## config.mk

```make
export PLATFORM = sky130hd
export DESIGN_NAME = lane_steer
export DESIGN_NICKNAME = d
export VERILOG_FILES = /design/src/rtl/lane_pkg.sv /design/src/rtl/lane_win_decode.sv /design/src/rtl/lane_req_steer.sv /design/src/rtl/lane_rd_align.sv /design/src/rtl/lane_steer.sv
export SDC_FILE = /design/constraint.sdc
export NUM_CORES = 1
export LEC_CHECK = 0
export ABC_AREA = 1
export BUFFER_PORTS_ARGS = -buffer_cell sky130_fd_sc_hd__buf_2
export CAP_MARGIN = 0
export CORE_MARGIN = 8
export CORE_UTILIZATION = 40
export CTS_BUF_LIST = sky130_fd_sc_hd__clkbuf_16
export CTS_CLUSTER_DIAMETER = 120
export CTS_CLUSTER_SIZE = 14
export DETAILED_ROUTE_END_ITERATION = 8
export GPL_ROUTABILITY_DRIVEN = 0
export HOLD_SLACK_MARGIN = 0.02
export PLACE_DENSITY = 0.7
export SLEW_MARGIN = 20
export SYNTH_ARGS = -nofsm -noshare
export SYNTH_HDL_FRONTEND = slang
export SYNTH_HIERARCHICAL = 1
export SYNTH_SLANG_ARGS = --single-unit
```

## constraint.sdc

```tcl
create_clock -name clk -period 1.84 [get_ports clk]
set_input_delay 0.184 -clock clk [delete_from_list [all_inputs] [get_ports clk]]
set_output_delay 0.184 -clock clk [all_outputs]
set_load 0.1 [all_outputs]
```

## src/rtl/lane_pkg.sv

```systemverilog
package lane_pkg;

    localparam int DATA_W = 32;
    localparam int LANES  = DATA_W / 8;
    localparam int LANE_W = $clog2(LANES);

    typedef enum logic [1:0] {
        SZ_BYTE = 2'd0,
        SZ_HALF = 2'd1,
        SZ_WORD = 2'd2,
        SZ_RSVD = 2'd3
    } acc_size_e;

    typedef enum logic [2:0] {
        WIN_BOOT,
        WIN_IO,
        WIN_VRAM,
        WIN_OAM,
        WIN_OTHER
    } win_e;

    typedef struct packed {
        logic [LANE_W-1:0] lane;
        acc_size_e         size;
        logic              swap;
    } rd_ctx_t;

    function automatic logic [DATA_W-1:0] rotr_lanes(input logic [DATA_W-1:0] x,
                                                     input logic [LANE_W-1:0] n);
        logic [2*DATA_W-1:0] dbl;
        dbl = {x, x} >> (n * 8);
        return dbl[DATA_W-1:0];
    endfunction

    function automatic logic [LANES-1:0] half_lanes(input logic upper);
        return upper ? 4'b1100 : 4'b0011;
    endfunction

endpackage

```

## src/rtl/lane_win_decode.sv

```systemverilog
module lane_win_decode
    import lane_pkg::*;
#(
    parameter int         ADDR_W  = 32,
    parameter logic [7:0] BOOT_ID = 8'h00,
    parameter logic [7:0] IO_ID   = 8'h04,
    parameter logic [7:0] VRAM_ID = 8'h06,
    parameter logic [7:0] OAM_ID  = 8'h07
) (
    input  logic [ADDR_W-1:0] addr,
    output win_e              win
);
    logic [7:0] id;
    assign id = addr[ADDR_W-1 -: 8];

    always_comb begin
        if (id == BOOT_ID)      win = WIN_BOOT;
        else if (id == IO_ID)   win = WIN_IO;
        else if (id == VRAM_ID) win = WIN_VRAM;
        else if (id == OAM_ID)  win = WIN_OAM;
        else                    win = WIN_OTHER;
    end
endmodule

```

## src/rtl/lane_req_steer.sv

```systemverilog
module lane_req_steer
    import lane_pkg::*;
#(
    parameter int ADDR_W     = 32,
    parameter int OFF_W      = 24,
    parameter int VRAM_BYTES = 32'h18000,
    parameter int VRAM_SPAN  = 32'h20000,
    parameter int VRAM_OBJ   = 32'h18000
) (
    input  logic              req_valid,
    input  logic [ADDR_W-1:0] req_addr,
    input  acc_size_e         req_size,
    input  logic              req_write,
    input  logic [DATA_W-1:0] req_wdata,
    input  win_e              win,
    output logic [ADDR_W-1:0] mem_addr,
    output logic [LANES-1:0]  mem_be,
    output logic [DATA_W-1:0] mem_wdata,
    output logic              mem_drop
);
    localparam logic [OFF_W-1:0] SPAN_MASK = OFF_W'(VRAM_SPAN - 1);
    localparam logic [OFF_W-1:0] FOLD_MASK = OFF_W'((VRAM_SPAN - 1) & ~(VRAM_SPAN - VRAM_BYTES));
    localparam logic [OFF_W-1:0] LIM_SIZE  = OFF_W'(VRAM_BYTES);
    localparam logic [OFF_W-1:0] LIM_SPAN  = OFF_W'(VRAM_SPAN);
    localparam logic [OFF_W-1:0] LIM_OBJ   = OFF_W'(VRAM_OBJ);

    logic [OFF_W-1:0]  off, off_m;
    logic [LANE_W-1:0] lane;
    logic [LANES-1:0]  be;
    logic              drop;

    assign off  = req_addr[OFF_W-1:0];
    assign lane = req_addr[LANE_W-1:0];

    always_comb begin
        off_m     = off;
        be        = '0;
        drop      = 1'b0;
        mem_wdata = req_wdata;

        if (win == WIN_VRAM) begin
            if (req_write && req_size != SZ_BYTE) begin
                if (off < LIM_SIZE)      off_m = off & SPAN_MASK;
                else if (off < LIM_SPAN) off_m = off & FOLD_MASK;
                else                     drop  = 1'b1;
            end else begin
                off_m = off & SPAN_MASK;
            end
        end

        unique case (req_size)
            SZ_BYTE: begin
                mem_wdata = {LANES{req_wdata[7:0]}};
                be        = LANES'(1) << lane;
                if (win == WIN_IO && !req_write)
                    be = half_lanes(lane[1]);
                if (req_write && win == WIN_VRAM) begin
                    if (off >= LIM_OBJ) drop = 1'b1;
                    else                be   = half_lanes(lane[1]);
                end
                if (req_write && win == WIN_OAM)
                    drop = 1'b1;
            end
            SZ_HALF: begin
                mem_wdata = {2{req_wdata[15:0]}};
                be        = half_lanes(lane[1]);
            end
            default: be = '1;
        endcase

        mem_drop = req_valid & drop;
        mem_be   = (req_valid && !drop) ? be : '0;
        mem_addr = {req_addr[ADDR_W-1:OFF_W], off_m[OFF_W-1:LANE_W], {LANE_W{1'b0}}};
    end
endmodule

```

## src/rtl/lane_rd_align.sv

```systemverilog
module lane_rd_align
    import lane_pkg::*;
(
    input  logic              clk,
    input  logic              rst,
    input  logic              cap_en,
    input  rd_ctx_t           cap_ctx,
    input  logic              pf_load,
    input  logic [DATA_W-1:0] pf_word,
    input  logic              rsp_valid,
    input  logic [DATA_W-1:0] rsp_raw,
    output logic              rd_valid,
    output logic [DATA_W-1:0] rd_data
);
    rd_ctx_t           ctx_q;
    logic [DATA_W-1:0] pf_q;
    logic [DATA_W-1:0] src, res;
    logic [15:0]       hw;

    always_ff @(posedge clk) begin
        if (rst) begin
            ctx_q <= '0;
            pf_q  <= '0;
        end else begin
            if (cap_en)  ctx_q <= cap_ctx;
            if (pf_load) pf_q  <= pf_word;
        end
    end

    always_comb begin
        src = ctx_q.swap ? pf_q : rsp_raw;
        hw  = ctx_q.lane[1] ? src[31:16] : src[15:0];
        if (ctx_q.lane[0]) hw = {hw[7:0], hw[15:8]};
        unique case (ctx_q.size)
            SZ_BYTE: res = {{(DATA_W-8){1'b0}}, src[ctx_q.lane*8 +: 8]};
            SZ_HALF: res = {{(DATA_W-16){1'b0}}, hw};
            default: res = rotr_lanes(src, ctx_q.lane);
        endcase
    end

    always_ff @(posedge clk) begin
        if (rst) begin
            rd_valid <= 1'b0;
            rd_data  <= '0;
        end else begin
            rd_valid <= rsp_valid;
            if (rsp_valid) rd_data <= res;
        end
    end
endmodule

```

## src/rtl/lane_steer.sv

```systemverilog
module lane_steer
    import lane_pkg::*;
#(
    parameter int         ADDR_W     = 32,
    parameter int         OFF_W      = 24,
    parameter logic [7:0] BOOT_ID    = 8'h00,
    parameter logic [7:0] IO_ID      = 8'h04,
    parameter logic [7:0] VRAM_ID    = 8'h06,
    parameter logic [7:0] OAM_ID     = 8'h07,
    parameter int         VRAM_BYTES = 32'h18000,
    parameter int         VRAM_SPAN  = 32'h20000,
    parameter int         VRAM_OBJ   = 32'h18000
) (
    input  logic              clk,
    input  logic              rst,
    input  logic              req_valid,
    input  logic [ADDR_W-1:0] req_addr,
    input  logic [1:0]        req_size,
    input  logic              req_write,
    input  logic [31:0]       req_wdata,
    input  logic              pc_in_boot,
    input  logic              pf_load,
    input  logic [31:0]       pf_word,
    output logic [ADDR_W-1:0] mem_addr,
    output logic [3:0]        mem_be,
    output logic [31:0]       mem_wdata,
    output logic              mem_drop,
    input  logic              rsp_valid,
    input  logic [31:0]       rsp_raw,
    output logic              rd_valid,
    output logic [31:0]       rd_data
);
    win_e      win;
    acc_size_e size;
    rd_ctx_t   ctx;

    assign size = acc_size_e'(req_size);

    lane_win_decode #(
        .ADDR_W(ADDR_W), .BOOT_ID(BOOT_ID), .IO_ID(IO_ID),
        .VRAM_ID(VRAM_ID), .OAM_ID(OAM_ID)
    ) u_dec (
        .addr(req_addr),
        .win (win)
    );

    lane_req_steer #(
        .ADDR_W(ADDR_W), .OFF_W(OFF_W), .VRAM_BYTES(VRAM_BYTES),
        .VRAM_SPAN(VRAM_SPAN), .VRAM_OBJ(VRAM_OBJ)
    ) u_req (
        .req_valid(req_valid),
        .req_addr (req_addr),
        .req_size (size),
        .req_write(req_write),
        .req_wdata(req_wdata),
        .win      (win),
        .mem_addr (mem_addr),
        .mem_be   (mem_be),
        .mem_wdata(mem_wdata),
        .mem_drop (mem_drop)
    );

    assign ctx.lane = req_addr[LANE_W-1:0];
    assign ctx.size = size;
    assign ctx.swap = (win == WIN_BOOT) && !pc_in_boot;

    lane_rd_align u_rd (
        .clk      (clk),
        .rst      (rst),
        .cap_en   (req_valid && !req_write),
        .cap_ctx  (ctx),
        .pf_load  (pf_load),
        .pf_word  (pf_word),
        .rsp_valid(rsp_valid),
        .rsp_raw  (rsp_raw),
        .rd_valid (rd_valid),
        .rd_data  (rd_data)
    );
endmodule

```

== Word-level counts from Yosys, hierarchy flattened ==
Index checks and enable logic that the tools add are counted.

* Word-level logic and storage cells: 63
* Output and inout port bits: 102
* Input bits: 137
* Register bits after elaboration: 70

* Bitwise operators: 1
* Shifts and indexed selects: 3
* Equality and inequality tests: 8
* Multiplexer cells: 27
* Reductions and logical operators: 15
* $lt $le $gt $ge: 3

{| class="wikitable"
|+ Operators with widths
! kind !! count
|-
| one-hot mux 32 bit (2 select lines) || 2
|-
| 2-to-1 mux 24 bit || 4
|-
| >> shifter 64 x 5 -> 32 bit || 1
|-
| 2-to-1 mux 16 bit || 2
|-
| 2-to-1 mux 32 bit || 1
|-
| variable part select 32 x 6 -> 8 bit || 1
|-
| equality test 8 x 3 -> 1 bit (second input constant) || 3
|-
| >= comparator 24 x 17 -> 1 bit (second input constant) || 1
|-
| < comparator 24 x 17 -> 1 bit (second input constant) || 1
|-
| < comparator 24 x 18 -> 1 bit (second input constant) || 1
|-
| 2-to-1 mux 4 bit || 5
|-
| 2-to-1 mux 3 bit || 4
|-
| logical NOT 8 bit || 1
|-
| 2-to-1 mux 1 bit || 8
|-
| one-hot mux 4 bit (2 select lines) || 1
|-
| logical AND 1 bit || 7
|-
| equality test 3 x 2 -> 1 bit (second input constant) || 2
|-
| equality test 2 x 1 -> 1 bit (second input constant) || 2
|-
| logical NOT 2 bit || 2
|-
| << shifter 1 x 2 -> 4 bit (first input constant) || 1
|-
| equality test 3 x 1 -> 1 bit (second input constant) || 1
|-
| logical NOT 1 bit || 3
|-
| logical NOT 3 bit || 1
|-
| nonzero test 2 bit || 1
|-
| AND 1 bit || 1
|}

== Depth between registers and ports, before layout ==
* Depth after elaboration: 14
* Mapped depth: 13
* Mapped depth without buffers: 13

== Modules after synthesis ==
Netlist, hierarchy kept.

{| class="wikitable"
|+ By module, submodules not included
! module !! instances !! cells each !! sequential area each (µm²) !! area an instance (µm²)
|-
| lane_rd_align || 1 || 656 || 1401.3 || 4043.9
|-
| lane_req_steer || 1 || 179 || 0.0 || 933.4
|-
| lane_win_decode || 1 || 25 || 0.0 || 98.8
|-
| lane_steer || 1 || 9 || 0.0 || 33.8
|}

== Least setup slack after synthesis ==
Ideal clock, no wire load.

* Kind: input-to-output
* Start: input req_size[1]
* End: output mem_wdata[11]
* Slack: -1089 ps
* Data required time: 1656 ps
* Stages: 6
* Buffers on the path: 2
* Arrival time: 2745 ps
* Path through: buf_6 > inv_6 > nand2_4 > inv_1 > buf_4 > o21ai_0

* Word-level cells in the longest chain between the ends: 2
* Elaborated cells on any way between the ends: 3
* Classes of those cells: eq/ne: 1; mux: 1; reduce/logical: 1

{| class="wikitable"
|+ Ends and longest elaborated chain
! item !! line !! source
|-
| from (decl) || lane_steer.sv:18 || <nowiki>input logic [1:0] req_size,</nowiki>
|-
| equality test 2 x 1 -> 1 bit or logical NOT 2 bit (tied branches) || lane_req_steer.sv:51 || <nowiki>unique case (req_size)</nowiki>
|-
| one-hot mux 32 bit (2 select lines) * || lane_req_steer.sv:51 ||
|-
| to (decl) || lane_steer.sv:26 || <nowiki>output logic [31:0] mem_wdata,</nowiki>
|}

Mark *: on every way between the ends. The rest lies on a longest branch, timed or not.

== Worst setup path after layout ==
* Start: input req_addr[29]
* End: output mem_drop

* Word-level cells in the longest chain between the ends: 12
* Elaborated cells on any way between the ends: 18
* Classes of those cells: eq/ne: 5; mux: 9; bitwise: 1; reduce/logical: 3

{| class="wikitable"
|+ Ends and longest elaborated chain
! item !! line !! source
|-
| from (decl) || lane_steer.sv:17 || <nowiki>input logic [ADDR_W-1:0] req_addr,</nowiki>
|-
| equality test 8 x 3 -> 1 bit || lane_win_decode.sv:20 || <nowiki>else if (id == OAM_ID) win = WIN_OAM;</nowiki>
|-
| 2-to-1 mux 3 bit || lane_win_decode.sv:20 ||
|-
| 2-to-1 mux 3 bit || lane_win_decode.sv:19 || <nowiki>else if (id == VRAM_ID) win = WIN_VRAM;</nowiki>
|-
| 2-to-1 mux 3 bit || lane_win_decode.sv:18 || <nowiki>else if (id == IO_ID) win = WIN_IO;</nowiki>
|-
| 2-to-1 mux 3 bit * || lane_win_decode.sv:17 || <nowiki>if (id == BOOT_ID) win = WIN_BOOT;</nowiki>
|-
| net win[1] || lane_steer.sv:33 || <nowiki>win_e win;</nowiki>
|-
| equality test 3 x 2 -> 1 bit || lane_req_steer.sv:41, lane_req_steer.sv:57 ||
|-
| 2-to-1 mux 1 bit || lane_req_steer.sv:41 || <nowiki>if (win == WIN_VRAM) begin</nowiki>
|-
| 2-to-1 mux 1 bit || lane_req_steer.sv:58 || <nowiki>if (off >= LIM_OBJ) drop = 1'b1;</nowiki>
|-
| 2-to-1 mux 1 bit || lane_req_steer.sv:57 || <nowiki>if (req_write && win == WIN_VRAM) begin</nowiki>
|-
| 2-to-1 mux 1 bit || lane_req_steer.sv:61 || <nowiki>if (req_write && win == WIN_OAM)</nowiki>
|-
| 2-to-1 mux 1 bit * || lane_req_steer.sv:51 ||
|-
| AND 1 bit * || lane_req_steer.sv:71 || <nowiki>mem_drop = req_valid & drop;</nowiki>
|-
| to (decl) || lane_steer.sv:27 || <nowiki>output logic mem_drop,</nowiki>
|}

Mark *: on every way through the listed nets, which the timed path passes. The rest lies on a longest branch.

==> results.cfg <==
[status]
status = completed

[worst_setup_path]
worst_r2r_endpoint = u_rd/rd_data[0]$_SDFFE_PP0P_
worstSetupEndpointType = output pin
crit_arrival_ns = 1.58
start_kind = primary input
r2r-start = u_rd/ctx_q[0]$_SDFFE_PP0P_
path_cells = buf_2 -> nor2_1 -> nand2_1 -> nor3_2 -> buf_4 -> nand3_1 -> nor2_2 -> o21ai_4 -> a21boi_4 -> buf_12
r2r_setup_slack_ns = 0.32
r2r_cells = 7
path_max_fanout = 5
startpoint = req_addr[29]
crit_slowest_cell = nor2_2
worstSetupPathType = in2out
cp.required_ns = 1.66
slowest_delay_ns = 0.21

[placement]
post-place-ws_ns = 0.0797
dp_hpwl_um = 13600
io_buffers = 210

[timing]
setup_viol = 0
slew_headroom_pct = 59.4
setup_ws_ns = 0.0728
fin_crit_ns = 1.77
max_slew.worst_pin.slew_ns = 0.609
fin_crit_sh_pct = 96.0
final-hold-violation-count = 0
fin_skew_ns = 0.00415
max_clock_freq_mhz = 566
slew_viol_final = 0

[cts]
cts_tree = yes
worst_skew_pair.late_latency_ns = 0.33
cts_buffer_depth = 2
cts_buffers = 9
root_buffer = clkbuf_16
path_clk_slew_ns = 0.05
htreeDepth = 3
clock_sinks = 70

[drt]
ant_nets = 0
dr.first_iter.drc_count = 590
first_pass_iters = 5
vias = 5912
drc = 0
drt-total-wl_um = 17200
avgRoutedWirePerCell_um = 14.3
vias_per_cell = 4.91

[floorplan]
core-area_sq_um = 12600
die_height_um = 129
die_w_um = 129
rows = 41
initial_utilization_pct = 40.7
io_pins = 239
die-area_sq_um = 16600

[power]
p_comb_share_pct = 37.8
p_sw_share_pct = 39.9
p_seq_share_pct = 29.5
power_density_nw_per_um2 = 821
power.switching_w = 0.00222
p_leak_nw = 3.50
pwr-share-clk_pct = 32.7
ir_drop_mv = 0.650
p_int_w = 0.00334

[cells_and_area]
nets = 1164
utilization_pct = 53.9
fillers = 1290
num_antenna_cells = 0
layout-drive-gt1-share_pct = 28.9
synthToLayoutAreaGrowth_pct = 32.5

[worst_hold_path]
worstHoldStart = pf_word[4]
hold_depth = 3
worstHoldEndpoint = u_rd/pf_q[4]$_SDFFE_PP0P_
hold_path_class = in2reg

[grt]
use_met3_pct = 3.70
grt_util_met2_pct = 30.9
grt_busiest_layer = met2
antenna_found_initial = 0
globalRouteMet1Util_pct = 28.2
grt_pass1_wl_um = 27300
grt_overflow = 0
grt_max_degree = 51
first_global_vias = 5343
grt_usage_pct = 20.2

[yosys]
postSynth.topFlopCell = dfxtp_1
ys.warnings.count = 6
synth.avg_cell_area_sq_um = 5.88
syn-cell-area_sq_um = 5110
synthDistinctLibCells = 34
synth_seq_area_share_pct = 27.4
synth_seq_cells = 70
synth_edf_count = 0
synthCells = 869
async_flop_share_pct = 0

[flow_run]
cap_violations = 0
layout by cell type, fill, tap and decap left out, drive strengths merged:
| master | instances |
|---|---|
| nand2 | 344 |
| a211oi | 4 |
| nand4 | 1 |
| nor2 | 67 |
| clkinvlp | 1 |
| clkbuf | 10 |
| clkinv | 4 |
| a21boi | 1 |
| nand3 | 163 |
| a31oi | 1 |
| a21oi | 54 |
| conb | 2 |
| nor3 | 2 |
| buf | 229 |
| o211ai | 5 |
| dfxtp | 70 |
| inv | 57 |
| o21ai | 15 |
| bufinv | 2 |
through the flow:
stage,instances,TNS [ns],hold slack (ns),total power [W],instance area (sq um)
after floorplan,870,-4.40,0.324,0.00336,5180
after global placement,1188,0,0.369,0.00374,6400
after detailed placement,1188,0,0.369,0.00375,6400
after CTS,1204,0,0.0973,0.00558,6720
after global routing,1204,-0.386,0.107,0.00581,6770
final,1204,0,0.107,0.00556,6770
worst max-delay path by stage:
stage	to	slack, ns	cells after the start
after global placement	mem_be[2]	0.11	13
after floorplan	mem_addr[17]	-0.39	9
after detailed placement	mem_be[1]	0.08	13
final	mem_drop	0.07	10
after global routing	mem_addr[18]	-0.06	12
after CTS	mem_be[1]	0.08	11
registers in the layout, summed over array words and instances, names as in the netlist:
register,flops
u_rd/ctx_q,5
u_rd/pf_q,32
u_rd/rd_data,32
u_rd/rd_valid,1
final cells by class:
class | instances | area [sq um] | area share, %
flip-flops and latches | 70 | 1400 | 20.7
clock buffers | 9 | 225 | 3.33
multi-input cells | 659 | 3010 | 44.5
well taps | 172 | 215 | 3.18
repair buffers | 230 | 1600 | 23.6
clock inverters | 7 | 90.1 | 1.33
inverters | 57 | 226 | 3.35
Yosys cell counts (4+ instances only):
cell type	n	area, sq um
a211oi_1	4	30.0
a21oi_1	53	265
buf_2	13	65.1
buf_4	40	300
buf_6	7	78.8
clkbuf_1	19	71.3
dfxtp_1	70	1400
inv_1	52	195
nand2_1	328	1230
nand2_2	14	87.6
nand3_1	162	811
nor2_1	62	233
nor2_2	4	25.0
o211ai_1	5	37.5
o21ai_0	9	45.0
o21ai_1	5	25.0
critical path, delay by kind of cell:
family | cells | cell delay [ns]
simple gates | 5 | 0.64
buf+inv | 3 | 0.45
compound gates | 2 | 0.31
timing repair:
| action | in CTS | in global routing |
|---|---|---|
| setup endpoints to repair | 0 | 12 |
| buffers inserted | 0 | 0 |
| hold buffers | 0 | 0 |
| gates resized for setup | 0 | 20 |
layer usage:
metal / wire length, um / part of all wire, % / vias up
met5: 0 / 0 / -
met4: 289 / 1.7 / 0
met3: 1400 / 8.2 / 24
met2: 7590 / 44 / 255
met1: 7890 / 46 / 2571
li1: - / - / 3062
logic make-up after synthesis:
| kind of cell | after synthesis | share of synthesized area (%) |
|---|---|---|
| AO/OA/AOI/OAI | 80 | 8.72 |
| AND/OR/NAND/NOR | 577 | 48.0 |
| other | 1 | 0.0734 |
| buffers and inverters | 141 | 15.7 |
| flip-flops | 70 | 27.4 |
power by group through the flow:
stage	Clock, W	Combinational, W	Sequential [W]
after floorplan	0	0.00145	0.00191
after global placement	0	0.00207	0.00167
after detailed placement	0	0.00208	0.00167
after CTS	0.00186	0.00208	0.00164
after global routing	0.00192	0.00224	0.00165
final	0.00182	0.00210	0.00164
No activity file was read; power rests on OpenSTA's default activity.
